<file path="config.mk">
export PLATFORM = sky130hd
export DESIGN_NAME = nand_host_if
export DESIGN_NICKNAME = d
export VERILOG_FILES = /design/src/rtl/nand_if_pkg.sv /design/src/rtl/nand_strobe_seq.sv /design/src/rtl/nand_ecc_gen.sv /design/src/rtl/nand_busy_sync.sv /design/src/rtl/nand_host_if.sv
export SDC_FILE = /design/constraint.sdc
export NUM_CORES = 1
export LEC_CHECK = 0
export BUFFER_PORTS_ARGS = -buffer_cell sky130_fd_sc_hd__buf_2
export CORE_MARGIN = 8
export CORE_UTILIZATION = 40
export DETAILED_ROUTE_END_ITERATION = 16
export PLACE_DENSITY = 0.67
export SLEW_MARGIN = 20
export SYNTH_ARGS = -nofsm -noshare
export SYNTH_HDL_FRONTEND = slang
export SYNTH_SLANG_ARGS = --single-unit
</file>
<file path="constraint.sdc">
create_clock -name clk -period 3.4 [get_ports clk]
set_input_delay 0.85 -clock clk [delete_from_list [all_inputs] [get_ports clk]]
set_output_delay 0.85 -clock clk [all_outputs]
set_load 0.05 [all_outputs]
</file>
<file path="src/rtl/nand_if_pkg.sv">
// Shared types for the NAND cycle engine.
// Assumes an 8-bit data path and a one-bit channel field.
package nand_if_pkg;

    // Mode register layout, bit 7 down to bit 0
    typedef struct packed {
        logic chan;
        logic ecc_rd;
        logic ecc_clr;
        logic ecc_en;
        logic we;
        logic ale;
        logic cle;
        logic ce;
    } mode_t;

    typedef enum logic [1:0] {
        SEQ_IDLE = 2'd0,
        SEQ_LOW  = 2'd1,
        SEQ_HIGH = 2'd2
    } seq_state_t;

    localparam logic [1:0] SEL_MODE = 2'd0;
    localparam logic [1:0] SEL_DATA = 2'd1;
    localparam logic [1:0] SEL_STAT = 2'd2;

endpackage

</file>
<file path="src/rtl/nand_strobe_seq.sv">
// Strobe sequencer: runs one write or read strobe per start pulse.
// The strobe is low for LOW_CLKS clocks, then high for HIGH_CLKS clocks.
// Assumes that start is only raised while idle is high.
module nand_strobe_seq
    import nand_if_pkg::*;
#(
    parameter int LOW_CLKS  = 2,
    parameter int HIGH_CLKS = 2
) (
    input  logic clk,
    input  logic rst_n,
    input  logic start,
    input  logic rd,
    output logic we_n,
    output logic re_n,
    output logic sample,
    output logic idle
);
    localparam int MAXC = (LOW_CLKS > HIGH_CLKS) ? LOW_CLKS : HIGH_CLKS;
    localparam int CW   = $clog2(MAXC + 1);
    localparam logic [CW-1:0] LOW_LAST  = CW'(LOW_CLKS - 1);
    localparam logic [CW-1:0] HIGH_LAST = CW'(HIGH_CLKS - 1);

    seq_state_t    state;
    logic [CW-1:0] cnt;
    logic          op_rd;

    // Phase counter: steps IDLE -> LOW -> HIGH -> IDLE
    always_ff @(posedge clk) begin
        if (!rst_n) begin
            state <= SEQ_IDLE;
            cnt   <= '0;
            op_rd <= 1'b0;
        end else begin
            case (state)
                SEQ_IDLE: if (start) begin
                    state <= SEQ_LOW;
                    cnt   <= '0;
                    op_rd <= rd;
                end
                SEQ_LOW: if (cnt == LOW_LAST) begin
                    state <= SEQ_HIGH;
                    cnt   <= '0;
                end else begin
                    cnt <= cnt + 1'b1;
                end
                SEQ_HIGH: if (cnt == HIGH_LAST) begin
                    state <= SEQ_IDLE;
                    cnt   <= '0;
                end else begin
                    cnt <= cnt + 1'b1;
                end
                default: state <= SEQ_IDLE;
            endcase
        end
    end

    assign we_n   = !(state == SEQ_LOW && !op_rd);
    assign re_n   = !(state == SEQ_LOW && op_rd);
    assign sample = (state == SEQ_LOW) && (cnt == LOW_LAST) && op_rd;
    assign idle   = (state == SEQ_IDLE);

endmodule

</file>
<file path="src/rtl/nand_ecc_gen.sv">
// Page ECC generator with one Hamming code per half page.
// Each code has line parity over the byte index and column parity over the bit position.
// Assumes PAGE_BYTES = 512, so each half has an 8-bit index and packs into 3 bytes.
module nand_ecc_gen #(
    parameter int PAGE_BYTES = 512
) (
    input  logic       clk,
    input  logic       rst_n,
    input  logic       clr,
    input  logic       fold,
    input  logic [7:0] din,
    input  logic [2:0] rd_sel,
    output logic [7:0] rd_byte
);
    localparam int HALF = PAGE_BYTES / 2;
    localparam int IW   = $clog2(HALF);
    localparam int CNTW = $clog2(PAGE_BYTES) + 1;

    logic [CNTW-1:0] cnt;
    logic            full;
    logic [2:0]      col1, col0;
    logic            bpar;
    logic [23:0]     code [2];

    assign full = cnt[CNTW-1];
    assign bpar = ^din;

    // Byte counter: saturates once a full page has been folded
    always_ff @(posedge clk) begin
        if (!rst_n || clr) cnt <= '0;
        else if (fold && !full) cnt <= cnt + 1'b1;
    end

    // Column parity of the incoming byte, grouped by bit-position bits
    always_comb begin
        col1 = '0;
        col0 = '0;
        for (int k = 0; k < 3; k++) begin
            for (int j = 0; j < 8; j++) begin
                if (((j >> k) & 1) == 1) col1[k] = col1[k] ^ din[j];
                else                     col0[k] = col0[k] ^ din[j];
            end
        end
    end

    for (genvar h = 0; h < 2; h++) begin : g_half
        logic [IW-1:0] lp1, lp0;
        logic [2:0]    cp1, cp0;
        logic [15:0]   lpi;
        logic          hit;

        assign hit = fold && !clr && !full && (cnt[IW] == 1'(h));

        // Accumulate line and column parity for this half
        always_ff @(posedge clk) begin
            if (!rst_n || clr) begin
                lp1 <= '0;
                lp0 <= '0;
                cp1 <= '0;
                cp0 <= '0;
            end else if (hit) begin
                for (int b = 0; b < IW; b++) begin
                    if (cnt[b]) lp1[b] <= lp1[b] ^ bpar;
                    else        lp0[b] <= lp0[b] ^ bpar;
                end
                cp1 <= cp1 ^ col1;
                cp0 <= cp0 ^ col0;
            end
        end

        // Interleave line-parity pairs: even term in the lower bit
        always_comb begin
            for (int b = 0; b < 8; b++) begin
                lpi[2*b]     = lp0[b];
                lpi[2*b + 1] = lp1[b];
            end
        end

        assign code[h] = {cp1[2], cp0[2], cp1[1], cp0[1], cp1[0], cp0[0], 2'b11, lpi};
    end

    // Read-out select: code 0 bytes 0..2, then code 1 bytes 0..2
    always_comb begin
        case (rd_sel)
            3'd0:    rd_byte = code[0][7:0];
            3'd1:    rd_byte = code[0][15:8];
            3'd2:    rd_byte = code[0][23:16];
            3'd3:    rd_byte = code[1][7:0];
            3'd4:    rd_byte = code[1][15:8];
            3'd5:    rd_byte = code[1][23:16];
            default: rd_byte = 8'h00;
        endcase
    end

endmodule

</file>
<file path="src/rtl/nand_busy_sync.sv">
// Synchronizer for the ready/busy line. Reports busy when the line is low.
// Assumes that the line is asynchronous to clk. Resets to "not busy".
module nand_busy_sync #(
    parameter int STAGES = 2
) (
    input  logic clk,
    input  logic rst_n,
    input  logic rb_n,
    output logic busy
);
    logic [STAGES-1:0] sync_q;

    // Shift the raw line through the flop chain
    always_ff @(posedge clk) begin
        if (!rst_n) sync_q <= '1;
        else        sync_q <= {sync_q[STAGES-2:0], rb_n};
    end

    assign busy = !sync_q[STAGES-1];

endmodule

</file>
<file path="src/rtl/nand_host_if.sv">
// Host-stepped NAND cycle engine (top).
// The host stages a control word in the mode register. Each data-register access
// applies that word to the pins and, if the word calls for it, runs one strobe.
// Assumes one request per cycle, issued only while reg_ready is high, and NCH <= 2.
module nand_host_if
    import nand_if_pkg::*;
#(
    parameter int NCH         = 2,
    parameter int STROBE_LOW  = 2,
    parameter int STROBE_HIGH = 2,
    parameter int PAGE_BYTES  = 512
) (
    input  logic           clk,
    input  logic           rst_n,
    input  logic [1:0]     reg_addr,
    input  logic           reg_wr,
    input  logic           reg_rd,
    input  logic [7:0]     reg_wdata,
    output logic [7:0]     reg_rdata,
    output logic           reg_ready,
    output logic [NCH-1:0] nf_ce_n,
    output logic           nf_cle,
    output logic           nf_ale,
    output logic           nf_we_n,
    output logic           nf_re_n,
    output logic [7:0]     nf_dq_out,
    output logic           nf_dq_oe,
    input  logic [7:0]     nf_dq_in,
    input  logic           nf_rb_n
);
    localparam int ECC_BYTES = 6;

    mode_t      shadow, mode_nxt;
    logic       pin_ce, pin_cle, pin_ale, pin_chan;
    logic       wr_acc, rd_acc, data_wr, data_rd;
    logic       strobe_wr, strobe_rd, ecc_read, fold, ecc_clr;
    logic       seq_sample, seq_idle, busy;
    logic [2:0] ecc_ptr;
    logic [7:0] ecc_byte;

    assign mode_nxt  = mode_t'(reg_wdata);
    assign wr_acc    = reg_ready && reg_wr;
    assign rd_acc    = reg_ready && reg_rd && !reg_wr;
    assign data_wr   = wr_acc && (reg_addr == SEL_DATA);
    assign data_rd   = rd_acc && (reg_addr == SEL_DATA);
    assign strobe_wr = data_wr && shadow.ce && !shadow.ecc_rd
                       && (shadow.cle || shadow.ale || shadow.we);
    assign ecc_read  = data_rd && shadow.ecc_rd;
    assign strobe_rd = data_rd && !shadow.ecc_rd && shadow.ce;
    assign fold      = data_wr && shadow.ce && shadow.we && shadow.ecc_en
                       && !shadow.cle && !shadow.ale && !shadow.ecc_rd;
    assign ecc_clr   = wr_acc && (reg_addr == SEL_MODE) && mode_nxt.ecc_clr;
    assign reg_ready = seq_idle;

    nand_strobe_seq #(.LOW_CLKS(STROBE_LOW), .HIGH_CLKS(STROBE_HIGH)) u_seq (
        .clk    (clk),
        .rst_n  (rst_n),
        .start  (strobe_wr || strobe_rd),
        .rd     (strobe_rd),
        .we_n   (nf_we_n),
        .re_n   (nf_re_n),
        .sample (seq_sample),
        .idle   (seq_idle)
    );

    nand_ecc_gen #(.PAGE_BYTES(PAGE_BYTES)) u_ecc (
        .clk     (clk),
        .rst_n   (rst_n),
        .clr     (ecc_clr),
        .fold    (fold),
        .din     (reg_wdata),
        .rd_sel  (ecc_ptr),
        .rd_byte (ecc_byte)
    );

    nand_busy_sync #(.STAGES(2)) u_busy (
        .clk   (clk),
        .rst_n (rst_n),
        .rb_n  (nf_rb_n),
        .busy  (busy)
    );

    // Mode register: stage the control word
    always_ff @(posedge clk) begin
        if (!rst_n) shadow <= '0;
        else if (wr_acc && reg_addr == SEL_MODE) shadow <= mode_nxt;
    end

    // Pin latch: the staged word reaches the pins on a data access
    always_ff @(posedge clk) begin
        if (!rst_n) begin
            pin_ce   <= 1'b0;
            pin_cle  <= 1'b0;
            pin_ale  <= 1'b0;
            pin_chan <= 1'b0;
        end else if (data_wr || data_rd) begin
            pin_ce   <= shadow.ce;
            pin_cle  <= shadow.cle;
            pin_ale  <= shadow.ale;
            pin_chan <= shadow.chan;
        end
    end

    // Output data bus: load on a write, release on a strobed read
    always_ff @(posedge clk) begin
        if (!rst_n) begin
            nf_dq_out <= '0;
            nf_dq_oe  <= 1'b0;
        end else if (strobe_wr) begin
            nf_dq_out <= reg_wdata;
            nf_dq_oe  <= 1'b1;
        end else if (strobe_rd) begin
            nf_dq_oe  <= 1'b0;
        end
    end

    // ECC read-out pointer: clears with the ECC, wraps after six bytes
    always_ff @(posedge clk) begin
        if (!rst_n || ecc_clr) ecc_ptr <= '0;
        else if (ecc_read) ecc_ptr <= (ecc_ptr == 3'(ECC_BYTES - 1)) ? '0 : ecc_ptr + 1'b1;
    end

    // Read data: select by register and access kind
    always_ff @(posedge clk) begin
        if (!rst_n) reg_rdata <= '0;
        else if (seq_sample) reg_rdata <= nf_dq_in;
        else if (rd_acc && reg_addr == SEL_MODE) reg_rdata <= shadow;
        else if (rd_acc && reg_addr == SEL_STAT) reg_rdata <= {7'b0, busy};
        else if (ecc_read) reg_rdata <= ecc_byte;
        else if (data_rd && !strobe_rd) reg_rdata <= 8'h00;
    end

    assign nf_cle = pin_cle;
    assign nf_ale = pin_ale;

    for (genvar c = 0; c < NCH; c++) begin : g_ce
        assign nf_ce_n[c] = !(pin_ce && (pin_chan == 1'(c)));
    end

endmodule

</file>
==> results of run 1 <==
final timing paths:
path                         start                      to  slack, ns  cells after the start
setup / recovery    u_seq.state[1]  u_ecc.g_half[1].lp0[6]       0.99                      7
hold / removal    u_busy.sync_q[0]        u_busy.sync_q[1]       0.42                      1
setup reg to reg    u_seq.state[1]  u_ecc.g_half[1].lp0[6]       0.99                      7
hold reg to reg   u_busy.sync_q[0]        u_busy.sync_q[1]       0.42                      1
power by group through the flow:
stage               registers, mW  clock network [mW]  logic, mW
detailed placement           1.15                   0      0.413
global route                 1.13                1.05      0.450
CTS                          1.13               0.998      0.414
floorplan                    1.19                   0      0.288
finish                       1.13               0.980      0.415
global placement             1.15                   0      0.404
worst max-delay path, cell delays in order, from the launching register on:
cell and delay, ns:
sky130_fd_sc_hd__dfxtp_1 0.33, sky130_fd_sc_hd__inv_1 0.11, sky130_fd_sc_hd__ha_1 0.31, sky130_fd_sc_hd__and3b_1 0.22, sky130_fd_sc_hd__and4_1 0.23, sky130_fd_sc_hd__nand2_2 0.33, sky130_fd_sc_hd__or4_1 0.63, sky130_fd_sc_hd__a21oi_1 0.17
synth_stat cells (6+ instances only):
master                     number
sky130_fd_sc_hd__xnor2_1       26
sky130_fd_sc_hd__a21oi_1       39
sky130_fd_sc_hd__nor2b_1       26
sky130_fd_sc_hd__nand2_1       31
sky130_fd_sc_hd__mux2i_1       23
sky130_fd_sc_hd__nand2b_1      10
sky130_fd_sc_hd__or4_1         32
sky130_fd_sc_hd__ha_1           6
sky130_fd_sc_hd__clkbuf_1      19
sky130_fd_sc_hd__nor3_1         9
sky130_fd_sc_hd__xor2_1         6
sky130_fd_sc_hd__o31ai_1       32
sky130_fd_sc_hd__inv_1         14
sky130_fd_sc_hd__dfxtp_1       93
sky130_fd_sc_hd__nand3_1        8
sky130_fd_sc_hd__a31oi_1        8
sky130_fd_sc_hd__buf_2          9
sky130_fd_sc_hd__nor2_1        28
sky130_fd_sc_hd__o221ai_1       9
per-layer routing:
layer	vias to the layer above	share of wire (%)	wire [microns]
met1	1869	48	5370
met2	82	47	5260
met5	-	0	0
met4	0	1.7	195
met3	14	4.1	458
li1	1887	-	-
layout make-up:
class                   instances  area [sq um]  share of cell area [%]
clock inverters                 7          66.3                    1.27
flip-flops and latches         93          1860                    35.8
repair buffers                 55           298                    5.72
inverters                      14          52.6                    1.01
clock buffers                   9           225                    4.33
multi-input cells             357          2520                    48.5
well taps                     143           179                    3.44
through the flow:
stage / cell area (sq um) / power, mW / worst slack (ns)
6_report: 5210 / 2.52 / 0.990
5_1_grt: 5210 / 2.64 / 0.869
4_1_cts: 5210 / 2.54 / 1.01
3_5_place_dp: 4910 / 1.57 / 0.716
3_3_place_gp: 4910 / 1.56 / 0.772
2_1_floorplan: 4590 / 1.47 / 0.891
cell families (layout without fill, tap and decap cells):
family | count (synthesis) | after routing
xor+xnor | 35 | 35
compound gates | 115 | 115
simple gates | 170 | 170
mux | 31 | 31
fa+ha+maj | 6 | 6
flops | 93 | 93
buf+inv | 51 | 85
state kept, by name, summed over array words and instances, names as in the netlist, 3 cells and up:
signal            count
u_ecc.g_half.cp1      6
u_ecc.g_half.cp0      6
reg_rdata             8
nf_dq_out             8
u_ecc.cnt            10
u_ecc.g_half.lp1     16
ecc_ptr               3
shadow                8
u_ecc.g_half.lp0     16
==> flow_metrics.py, run 1 <==
metrics = {
    "status": {
        "run_status": "complete, no violations",
    },
    "placement": {
        "port-buffer-count": 46,
        "dp_hpwl_mm": 8.14,
        "dp.cells": 662,
        "place.gp.congestion": 0.837,
    },
    "die": {
        "initial_utilization_pct": 40.5,
        "die_w_microns": 123,
        "design.die.area_sq_um": 15100,
        "number_of_core_rows": 39,
        "io-pin-count": 47,
        "die_height_microns": 123,
        "design.core.area_sq_um": 11300,
    },
    "clock_tree": {
        "clk_transition_reported_paths_ns": 0.07,
        "cts_post_setup_buffers_inserted": 0,
        "cts_resized": 0,
        "tritoncts": "built",
        "cts_made_buffers": 9,
        "cts-root-to-sink-buffers": 2,
        "cts-hold-fix-buffers": 0,
        "cts-htree-levels": 3,
        "cts-root-buf": "sky130_fd_sc_hd__clkbuf_16",
        "clock_insertion_delay_at_the_later_pin_of_the_skew_report_ns": 0.34,
        "clock_sinks": 93,
    },
    "route": {
        "detail_route.drc_violations": 0,
        "drtPass1Iterations": 5,
        "routed-via-count": 3852,
        "dr.first_iter.drc_count": 304,
        "wirelength_mm": 11.3,
        "detail_route.vias_per_cell": 5.68,
        "drt-wirelength-per-cell_microns": 16.6,
        "antenna_violating_nets_post_route": 0,
    },
    "global_routing": {
        "grt-busiest-layer": "met2",
        "pin_count_of_the_biggest_net_entering_global_routing": 65,
        "grt_overflow_total": 0,
        "grtUsageMet2_pct": 24.0,
        "grt_first_pass_wirelength_mm": 18.3,
        "groute.layer.met1.usage_pct": 20.0,
        "use_met3_pct": 1.78,
        "grt_pass1_vias": 3692,
        "initial_antenna_violation_count": 0,
        "overall_global_routing_usage_pct": 15.0,
    },
    "sta": {
        "rsz0062_at_grt": "false",
        "maxSlewHeadroom_pct": 54.4,
        "worst_hold_slack_ns": 0.425,
        "worst-slew-pin-transition_ns": 0.682,
        "max_freq_mhz": 415,
        "timing.final.crit_period_ns": 2.41,
        "finalMaxSlewViolations": 0,
        "finalSetupViolCount": 0,
        "finalSetupTns_ns": 0,
        "final_hold_viol_count": 0,
        "worst_clock_skew_ns": 0.00630,
        "final_clock_period_utilization_by_the_worst_path_pct": 70.9,
    },
    "synthesis": {
        "synth-xor-area-share_pct": 7.17,
        "synth-edff-count": 0,
        "synth_top_family_by_area": "simple AND/OR/NAND/NOR gates",
        "async_reset_ff_share_pct": 0,
        "synthFlopType": "sky130_fd_sc_hd__dfxtp_1",
        "synthDistinctLibCells": 54,
        "ys_seq_elements": 93,
        "synth.net_count": 530,
        "post_synth_inst_count": 501,
        "synth_compound_area_share_pct": 17.1,
        "post_synth_mux_area_share_pct": 7.72,
        "synthDominantAreaCellType": "sky130_fd_sc_hd__dfxtp_1",
        "area_of_the_mapped_netlist_sq_um": 4590,
        "synth_top_area_share_pct": 40.6,
        "synthesis.area_per_instance_sq_um": 9.16,
        "synth_seq_area_share_pct": 40.6,
        "post_synth_and_or_nand_nor_area_fraction_pct": 21.0,
        "yosys-top-cells-area": "sky130_fd_sc_hd__dfxtp_1 (41%), sky130_fd_sc_hd__o31ai_1 (5.2%), sky130_fd_sc_hd__or4_1 (5.2%)",
        "adder_cell_area_share_of_the_yosys_netlist_pct": 1.64,
        "yosysWarningCount": 0,
    },
    "pwr": {
        "power.clock.fraction_pct": 38.8,
        "power.leakage_nw": 1.79,
        "power.share.sequential_pct": 44.7,
        "switching_power_mw": 0.772,
        "p_sw_share_pct": 30.6,
        "power_frac_comb_pct": 16.4,
        "vdd_drop_max_mv": 0.337,
        "power.internal_mw": 1.75,
        "p_per_area_nw_per_um2": 485,
    },
    "final_layout": {
        "mostFrequentLayoutCells": "sky130_fd_sc_hd__dfxtp_1 (93), sky130_fd_sc_hd__buf_2 (46), sky130_fd_sc_hd__a21oi_1 (39)",
        "layout-drive-gt1-share_pct": 16.4,
        "fillcell_total": 1109,
        "final_core_util_pct": 46.0,
        "antenna-diode-count": 0,
        "area_growth_syn_to_layout_pct": 13.5,
        "num-nets-final": 559,
        "post_layout_nonfiller_instances": 678,
        "final_common_cell": "sky130_fd_sc_hd__dfxtp_1",
    },
    "setup_path": {
        "crit_fanout": 32,
        "critical_path_class": "reg -> reg",
        "worstPathRequired_ns": 3.66,
        "timing.critical_path.to_type": "flop",
        "worst_ep_arrival_time_ns": 2.67,
        "timing.critical_path.from_type": "flop",
    },
    "flow_run": {
        "timing.max_cap.violations": 0,
    },
    "worst_hold_path": {
        "hold_class": "reg -> reg",
    },
}
No activity file was read; power rests on OpenSTA's default activity.
==> run 2, diff against run 1 <==
Settings changed: PLACE_DENSITY 0.67 to 0.69.
Clock period 3.4 ns to 2.2 ns, I/O delays scaled along.
==> run 2 against run 1 <==
Compared with the run above:
- sequential share of layout area down 1.7 points
- largest power group unchanged
- via count up 5.3%
- combinational power up 75%
- sequential power rose by 54%
- register-to-register slack worse by 0.88 ns
- global-route usage up 1.1 points
- non-clock buffer count is 27 higher
==> flow_metrics.py, run 2 (synthesis gave the netlist of run 1 again) <==
metrics = {
    "route": {
        "antenna_violating_nets_post_route": 0,
        "wirelength_mm": 12.1,
        "routed-via-count": 4057,
        "drtPass1Iterations": 5,
        "detail_route.drc_violations": 0,
        "drt-wirelength-per-cell_microns": 17.2,
        "dr.first_iter.drc_count": 292,
        "detail_route.vias_per_cell": 5.76,
    },
    "global_routing": {
        "use_met3_pct": 3.65,
        "overall_global_routing_usage_pct": 16.1,
        "grt_first_pass_wirelength_mm": 19.6,
        "pin_count_of_the_biggest_net_entering_global_routing": 65,
        "grt-busiest-layer": "met2",
        "grtUsageMet2_pct": 26.1,
        "initial_antenna_violation_count": 0,
        "groute.layer.met1.usage_pct": 20.5,
        "grt_pass1_vias": 3905,
        "grt_overflow_total": 0,
    },
    "pwr": {
        "vdd_drop_max_mv": 0.484,
        "power_mw": 4.01,
        "power.share.sequential_pct": 43.4,
        "power.leakage_nw": 1.94,
        "p_per_area_nw_per_um2": 734,
        "p_sw_share_pct": 28.8,
        "power.clock.fraction_pct": 38.4,
        "power.internal_mw": 2.86,
        "switching_power_mw": 1.16,
        "power_frac_comb_pct": 18.1,
    },
    "clock_tree": {
        "cts_made_buffers": 9,
        "cts-hold-fix-buffers": 0,
        "clk_transition_reported_paths_ns": 0.07,
        "clock_insertion_delay_at_the_later_pin_of_the_skew_report_ns": 0.34,
        "tritoncts": "built",
        "cts-root-buf": "sky130_fd_sc_hd__clkbuf_16",
        "cts-htree-levels": 3,
        "cts-root-to-sink-buffers": 2,
        "clock_sinks": 93,
    },
    "setup_path": {
        "timing.critical_path.to_type": "flop",
        "worst_path_max_delay_cell": "sky130_fd_sc_hd__dfxtp_1",
        "worst_ep_arrival_time_ns": 2.30,
        "critical_path.cell_chain": "mux4_2 > a222oi_1 > nand2b_1 > a31oi_1",
        "critical_path_class": "reg -> reg",
        "timing.rr.start": "ecc_ptr[2]",
        "rrSetupSlack_ns": 0.11,
        "crit_fanout": 8,
        "timing.critical_path.from_type": "flop",
        "worstPathRequired_ns": 2.40,
        "critPathMaxStageDelay_ns": 0.59,
        "r2r_end": "reg_rdata[6]",
        "timing.reg2reg.worst_path_depth": 4,
    },
    "placement": {
        "dp_hpwl_mm": 8.74,
        "place_area_sq_um": 5170,
        "place.gp.congestion": 0.843,
        "port-buffer-count": 46,
        "preCtsSetupSlack_ns": -0.0438,
        "dp.cells": 689,
    },
    "final_layout": {
        "fillcell_total": 1077,
        "mostFrequentLayoutCells": "sky130_fd_sc_hd__dfxtp_1 (93), sky130_fd_sc_hd__buf_2 (46), sky130_fd_sc_hd__a21oi_1 (39)",
        "final_common_cell": "sky130_fd_sc_hd__dfxtp_1",
        "post_layout_nonfiller_instances": 704,
        "area_growth_syn_to_layout_pct": 19.2,
        "area.sequential_sq_um": 1860,
        "layout-drive-gt1-share_pct": 20.7,
        "largestRegisters": "u_ecc.g_half.lp0: 16 flops, u_ecc.g_half.lp1: 16 flops, u_ecc.cnt: 10 flops",
        "antenna-diode-count": 0,
        "post-route-cell-area_sq_um": 5470,
        "multi_input_comb_area_sq_um": 2540,
        "num-nets-final": 586,
        "final_core_util_pct": 48.3,
    },
    "sta": {
        "worst_hold_slack_ns": 0.387,
        "maxSlewHeadroom_pct": 61.0,
        "max_freq_mhz": 477,
        "rsz0062_at_grt": "false",
        "post-route-worst-setup-slack_ns": 0.105,
        "finalSetupTns_ns": 0,
        "finalSetupViolCount": 0,
        "worst_clock_skew_ns": 0.00908,
        "timing.final.crit_period_ns": 2.09,
        "finalMaxSlewViolations": 0,
        "final_hold_viol_count": 0,
        "worst-slew-pin-transition_ns": 0.583,
        "final_clock_period_utilization_by_the_worst_path_pct": 95.2,
    },
    "die": {
        "design.core.area_sq_um": 11300,
        "io-pin-count": 47,
        "die_height_microns": 123,
        "die_w_microns": 123,
        "design.die.area_sq_um": 15100,
        "number_of_core_rows": 39,
        "initial_utilization_pct": 40.5,
    },
    "worst_hold_path": {
        "worst_hold_path.num_cells": 2,
        "worst_hold_startpoint": "nf_rb_n",
        "hold_class": "in -> reg",
        "hold_end": "u_busy.sync_q[0]",
    },
    "status": {
        "run_status": "complete, no violations",
    },
    "flow_run": {
        "timing.max_cap.violations": 0,
    },
}
## run 2: cell types whose count changed in the layout (fill, tap and decap cells not counted), moves of 2 or more
cell	delta
sky130_fd_sc_hd__inv_1	-2
sky130_fd_sc_hd__inv_8	-2
sky130_fd_sc_hd__buf_12	+3
sky130_fd_sc_hd__buf_4	+24
sky130_fd_sc_hd__inv_2	+2
## run 2: final cells by class
class	count	area share [%]
inverters	14	0.961
multi-input cells	357	46.6
well taps	143	3.27
flip-flops and latches	93	34.1
clock buffers	10	4.19
repair buffers	82	9.84
clock inverters	5	1.12
## run 2: worst max path at each step
stage,startpoint,endpoint
5_1_grt,u_seq.state[1],u_ecc.g_half[1].lp1[2]
2_1_floorplan,u_seq.state[1],u_ecc.g_half[1].lp0[2]
4_1_cts,u_seq.state[1],u_ecc.g_half[1].lp1[6]
6_report,ecc_ptr[2],reg_rdata[6]
3_3_place_gp,reg_wdata[7],u_ecc.g_half[0].lp1[6]
3_5_place_dp,reg_wdata[2],u_ecc.g_half[0].lp0[1]
## run 2: per-layer routing
layer  routed length (microns)  share of wire [%]  up-vias
met1                      5570                 46     1992
li1                          -                  -     1942
met5                         0                  0        -
met4                       271                2.2        0
met3                       568                4.7       18
met2                      5700                 47      105
## run 2: power groups by stage
| stage | Clock (mW) | Sequential (mW) | Combinational (mW) |
|---|---|---|---|
| 5_1_grt | 1.63 | 1.75 | 0.785 |
| 3_5_place_dp | 0 | 1.78 | 0.725 |
| 6_report | 1.54 | 1.74 | 0.728 |
| 3_3_place_gp | 0 | 1.78 | 0.699 |
| 4_1_cts | 1.57 | 1.74 | 0.726 |
| 2_1_floorplan | 0 | 1.84 | 0.465 |
## run 2: critical path: cells and delay by family, from the launching register on
| family | cells | cell delay [ns] |
|---|---|---|
| compound gates | 2 | 0.59 |
| simple gates | 1 | 0.21 |
| flops | 1 | 0.59 |
| mux | 1 | 0.57 |
## run 2: timing repair
item | 4_1_cts | 5_1_grt
resized for setup | 0 | 1
endpoints found under the setup margin | 0 | 6
setup buffers | 0 | 0
==> run 3, diff against run 2 <==
Settings changed: ABC_AREA set to 1, CAP_MARGIN set to 5, PLACE_DENSITY 0.69 to 0.68, SYNTH_HIERARCHICAL set to 1.
==> run 3 against run 2 <==
Compared with the run above:
- final cell count grew 47%
- cell area increased by 14%
- core utilization down 0.76 points
- sequential cell count is the same
- first-iteration DRC count grew 79%
- global-route usage about the same
- setup slack better by 0.016 ns
- clock power rose by 3%
- routed wire length up 14%
==> flow_metrics.py, run 3 <==
metrics = {
    "final_layout": {
        "fillcell_total": 1315,
        "antenna-diode-count": 0,
        "post_layout_nonfiller_instances": 1037,
        "mostFrequentLayoutCells": "sky130_fd_sc_hd__nand2_1 (183), sky130_fd_sc_hd__inv_1 (139), sky130_fd_sc_hd__dfxtp_1 (93)",
        "area_growth_syn_to_layout_pct": 17.6,
        "layout-drive-gt1-share_pct": 17.2,
        "largestRegisters": "u_ecc/g_half.lp0: 16 flops, u_ecc/g_half.lp1: 16 flops, u_ecc/cnt: 10 flops",
        "num-nets-final": 885,
        "final_common_cell": "sky130_fd_sc_hd__nand2_1",
    },
    "clock_tree": {
        "cts_made_buffers": 9,
        "clk_transition_reported_paths_ns": 0.06,
        "cts-hold-fix-buffers": 0,
        "cts-root-buf": "sky130_fd_sc_hd__clkbuf_16",
        "cts-root-to-sink-buffers": 2,
        "clock_sinks": 93,
        "tritoncts": "built",
        "cts-htree-levels": 3,
        "clock_insertion_delay_at_the_later_pin_of_the_skew_report_ns": 0.35,
    },
    "synthesis": {
        "synthDistinctLibCells": 42,
        "synth_seq_area_share_pct": 35.2,
        "synthesis.area_per_instance_sq_um": 6.70,
        "synth.most_common_cell": "sky130_fd_sc_hd__nand2_1",
        "synthDominantAreaCellType": "sky130_fd_sc_hd__dfxtp_1",
        "synth.net_count": 818,
        "synthFlopType": "sky130_fd_sc_hd__dfxtp_1",
        "synth_top_area_share_pct": 35.2,
        "post_synth_inst_count": 789,
        "ys_seq_elements": 93,
        "async_reset_ff_share_pct": 0,
        "yosys-top-cells-area": "sky130_fd_sc_hd__dfxtp_1 (35%), sky130_fd_sc_hd__nand2_1 (13%), sky130_fd_sc_hd__inv_1 (10%)",
        "synthTopCellsByCount": "sky130_fd_sc_hd__nand2_1 (183), sky130_fd_sc_hd__inv_1 (141), sky130_fd_sc_hd__dfxtp_1 (93)",
        "area_of_the_mapped_netlist_sq_um": 5290,
        "yosysWarningCount": 6,
        "synth-edff-count": 0,
    },
    "placement": {
        "port-buffer-count": 46,
        "dp_hpwl_mm": 9.57,
        "place.gp.congestion": 0.811,
        "dp.cells": 1014,
    },
    "sta": {
        "worst_hold_slack_ns": 0.375,
        "maxSlewHeadroom_pct": 70.2,
        "worst_clock_skew_ns": 0.00579,
        "max_freq_mhz": 481,
        "final_clock_period_utilization_by_the_worst_path_pct": 94.5,
        "finalMaxSlewViolations": 0,
        "final_hold_viol_count": 0,
        "finalSetupViolCount": 0,
        "timing.final.crit_period_ns": 2.08,
        "worst-slew-pin-transition_ns": 0.444,
    },
    "status": {
        "run_status": "complete, no violations",
    },
    "route": {
        "routed-via-count": 5082,
        "drt-wirelength-per-cell_microns": 13.3,
        "drtPass1Iterations": 5,
        "wirelength_mm": 13.8,
        "antenna_violating_nets_post_route": 0,
        "detail_route.vias_per_cell": 4.90,
        "detail_route.drc_violations": 0,
        "dr.first_iter.drc_count": 523,
    },
    "pwr": {
        "vdd_drop_max_mv": 0.348,
        "p_per_area_nw_per_um2": 701,
        "power.leakage_nw": 2.73,
    },
    "setup_path": {
        "timing.critical_path.from_type": "flop",
        "critical_path_class": "reg -> reg",
        "timing.critical_path.to_type": "flop",
        "worst_ep_arrival_time_ns": 2.37,
        "crit_fanout": 10,
        "worstPathRequired_ns": 2.49,
    },
    "die": {
        "design.die.area_sq_um": 17200,
        "die_height_microns": 131,
        "design.core.area_sq_um": 13100,
        "initial_utilization_pct": 40.4,
        "die_w_microns": 131,
        "number_of_core_rows": 42,
        "io-pin-count": 47,
    },
    "global_routing": {
        "overall_global_routing_usage_pct": 16.0,
        "grt_overflow_total": 0,
        "pin_count_of_the_biggest_net_entering_global_routing": 40,
        "grt_first_pass_wirelength_mm": 21.9,
        "initial_antenna_violation_count": 0,
        "grt_pass1_vias": 4456,
    },
    "flow_run": {
        "timing.max_cap.violations": 0,
    },
    "worst_hold_path": {
        "hold_class": "in -> reg",
    },
}
run 3: cell count changes in the layout (fill, tap and decap cells not counted), sizes merged, moves of 26 or more:
cell,delta
nand4,+55
nand2,+167
o21ai,+37
nor2b,-26
nor2,+46
or4,-32
inv,+134
o31ai,-32
run 3: worst paths after layout:
check / start / to / slack, ns / cells past startpoint
min reg2reg: u_busy/sync_q[0] / u_busy/sync_q[1] / 0.42 / 2
max: u_seq/state[0] / u_ecc/g_half[0].lp0[2] / 0.12 / 16
min: nf_rb_n / u_busy/sync_q[0] / 0.37 / 3
max reg2reg: u_seq/state[0] / u_ecc/g_half[0].lp0[2] / 0.12 / 16
run 3: cell type report:
class / count / area (sq um) / area share [%]
Inverter: 151 / 569 / 9.15
Multi-Input combinational cell: 516 / 2690 / 43.2
Timing Repair Buffer: 85 / 578 / 9.30
Sequential cell: 93 / 1860 / 29.9
Clock inverter: 5 / 60.1 / 0.966
Clock buffer: 11 / 243 / 3.90
Tap cell: 176 / 220 / 3.54
run 3: timing repair:
item	4_1_cts	5_1_grt
endpoints found under the setup margin	1	44
buffers inserted	0	5
pin swaps	0	4
gates resized for setup	1	8
gates cloned	0	2
run 3: per-stage QoR:
stage / TNS (ns) / cell area, sq um / total power, mW / setup WS, ns / utilization (%)
after floorplan: 0 / 5300 / 2.54 / 0.0155 / -
after global placement: 0 / 5810 / 2.78 / 0.0257 / 44.4
after detailed placement: -0.0394 / 5810 / 2.79 / -0.0216 / 44.4
after CTS: 0 / 6120 / 4.38 / 0.0535 / 46.8
after global routing: -0.0368 / 6220 / 4.58 / -0.0134 / 47.5
final: 0 / 6220 / 4.36 / 0.121 / 47.5
run 3: worst max-delay path, stage by stage, from the launching register on:
cell and delay (ns):
sky130_fd_sc_hd__dfxtp_1 0.32, sky130_fd_sc_hd__inv_2 0.09, sky130_fd_sc_hd__ha_4 0.15, sky130_fd_sc_hd__nand2_1 0.05, sky130_fd_sc_hd__inv_1 0.08, sky130_fd_sc_hd__nand2_2 0.07, sky130_fd_sc_hd__nor3_2 0.13, sky130_fd_sc_hd__inv_2 0.07
sky130_fd_sc_hd__nor2_4 0.12, sky130_fd_sc_hd__inv_2 0.09, sky130_fd_sc_hd__nor3_4 0.22, sky130_fd_sc_hd__buf_4 0.16, sky130_fd_sc_hd__buf_12 0.13, sky130_fd_sc_hd__nand2_1 0.05, sky130_fd_sc_hd__o21ai_1 0.15, sky130_fd_sc_hd__inv_1 0.06
sky130_fd_sc_hd__nor2_1 0.09
run 3: cells by family after synthesis:
| logic type | count (synthesis) | share of synthesized area, % |
|---|---|---|
| AND/OR/NAND/NOR | 375 | 34.2 |
| buffers and inverters | 180 | 14.4 |
| AO/OA/AOI/OAI | 125 | 13.1 |
| flip-flops | 93 | 35.2 |
| XOR/XNOR | 10 | 1.66 |
| adder cells (fa/ha/maj) | 6 | 1.42 |
run 3: per-layer routing:
| metal | wire [microns] | GRT usage, % |
|---|---|---|
| met1 | 6380 | 20.2 |
| met3 | 950 | 3.53 |
| met2 | 6330 | 26.7 |
| met5 | 0 | 0 |
| met4 | 178 | 4.73 |
run 3: report_power, final:
part / internal (mW) / leakage (nW) / switching (mW)
registers: 1.75 / 0.752 / 0.0379
clock network: 0.912 / 0.134 / 0.671
logic: 0.320 / 1.84 / 0.667
total: 2.98 / 2.73 / 1.38
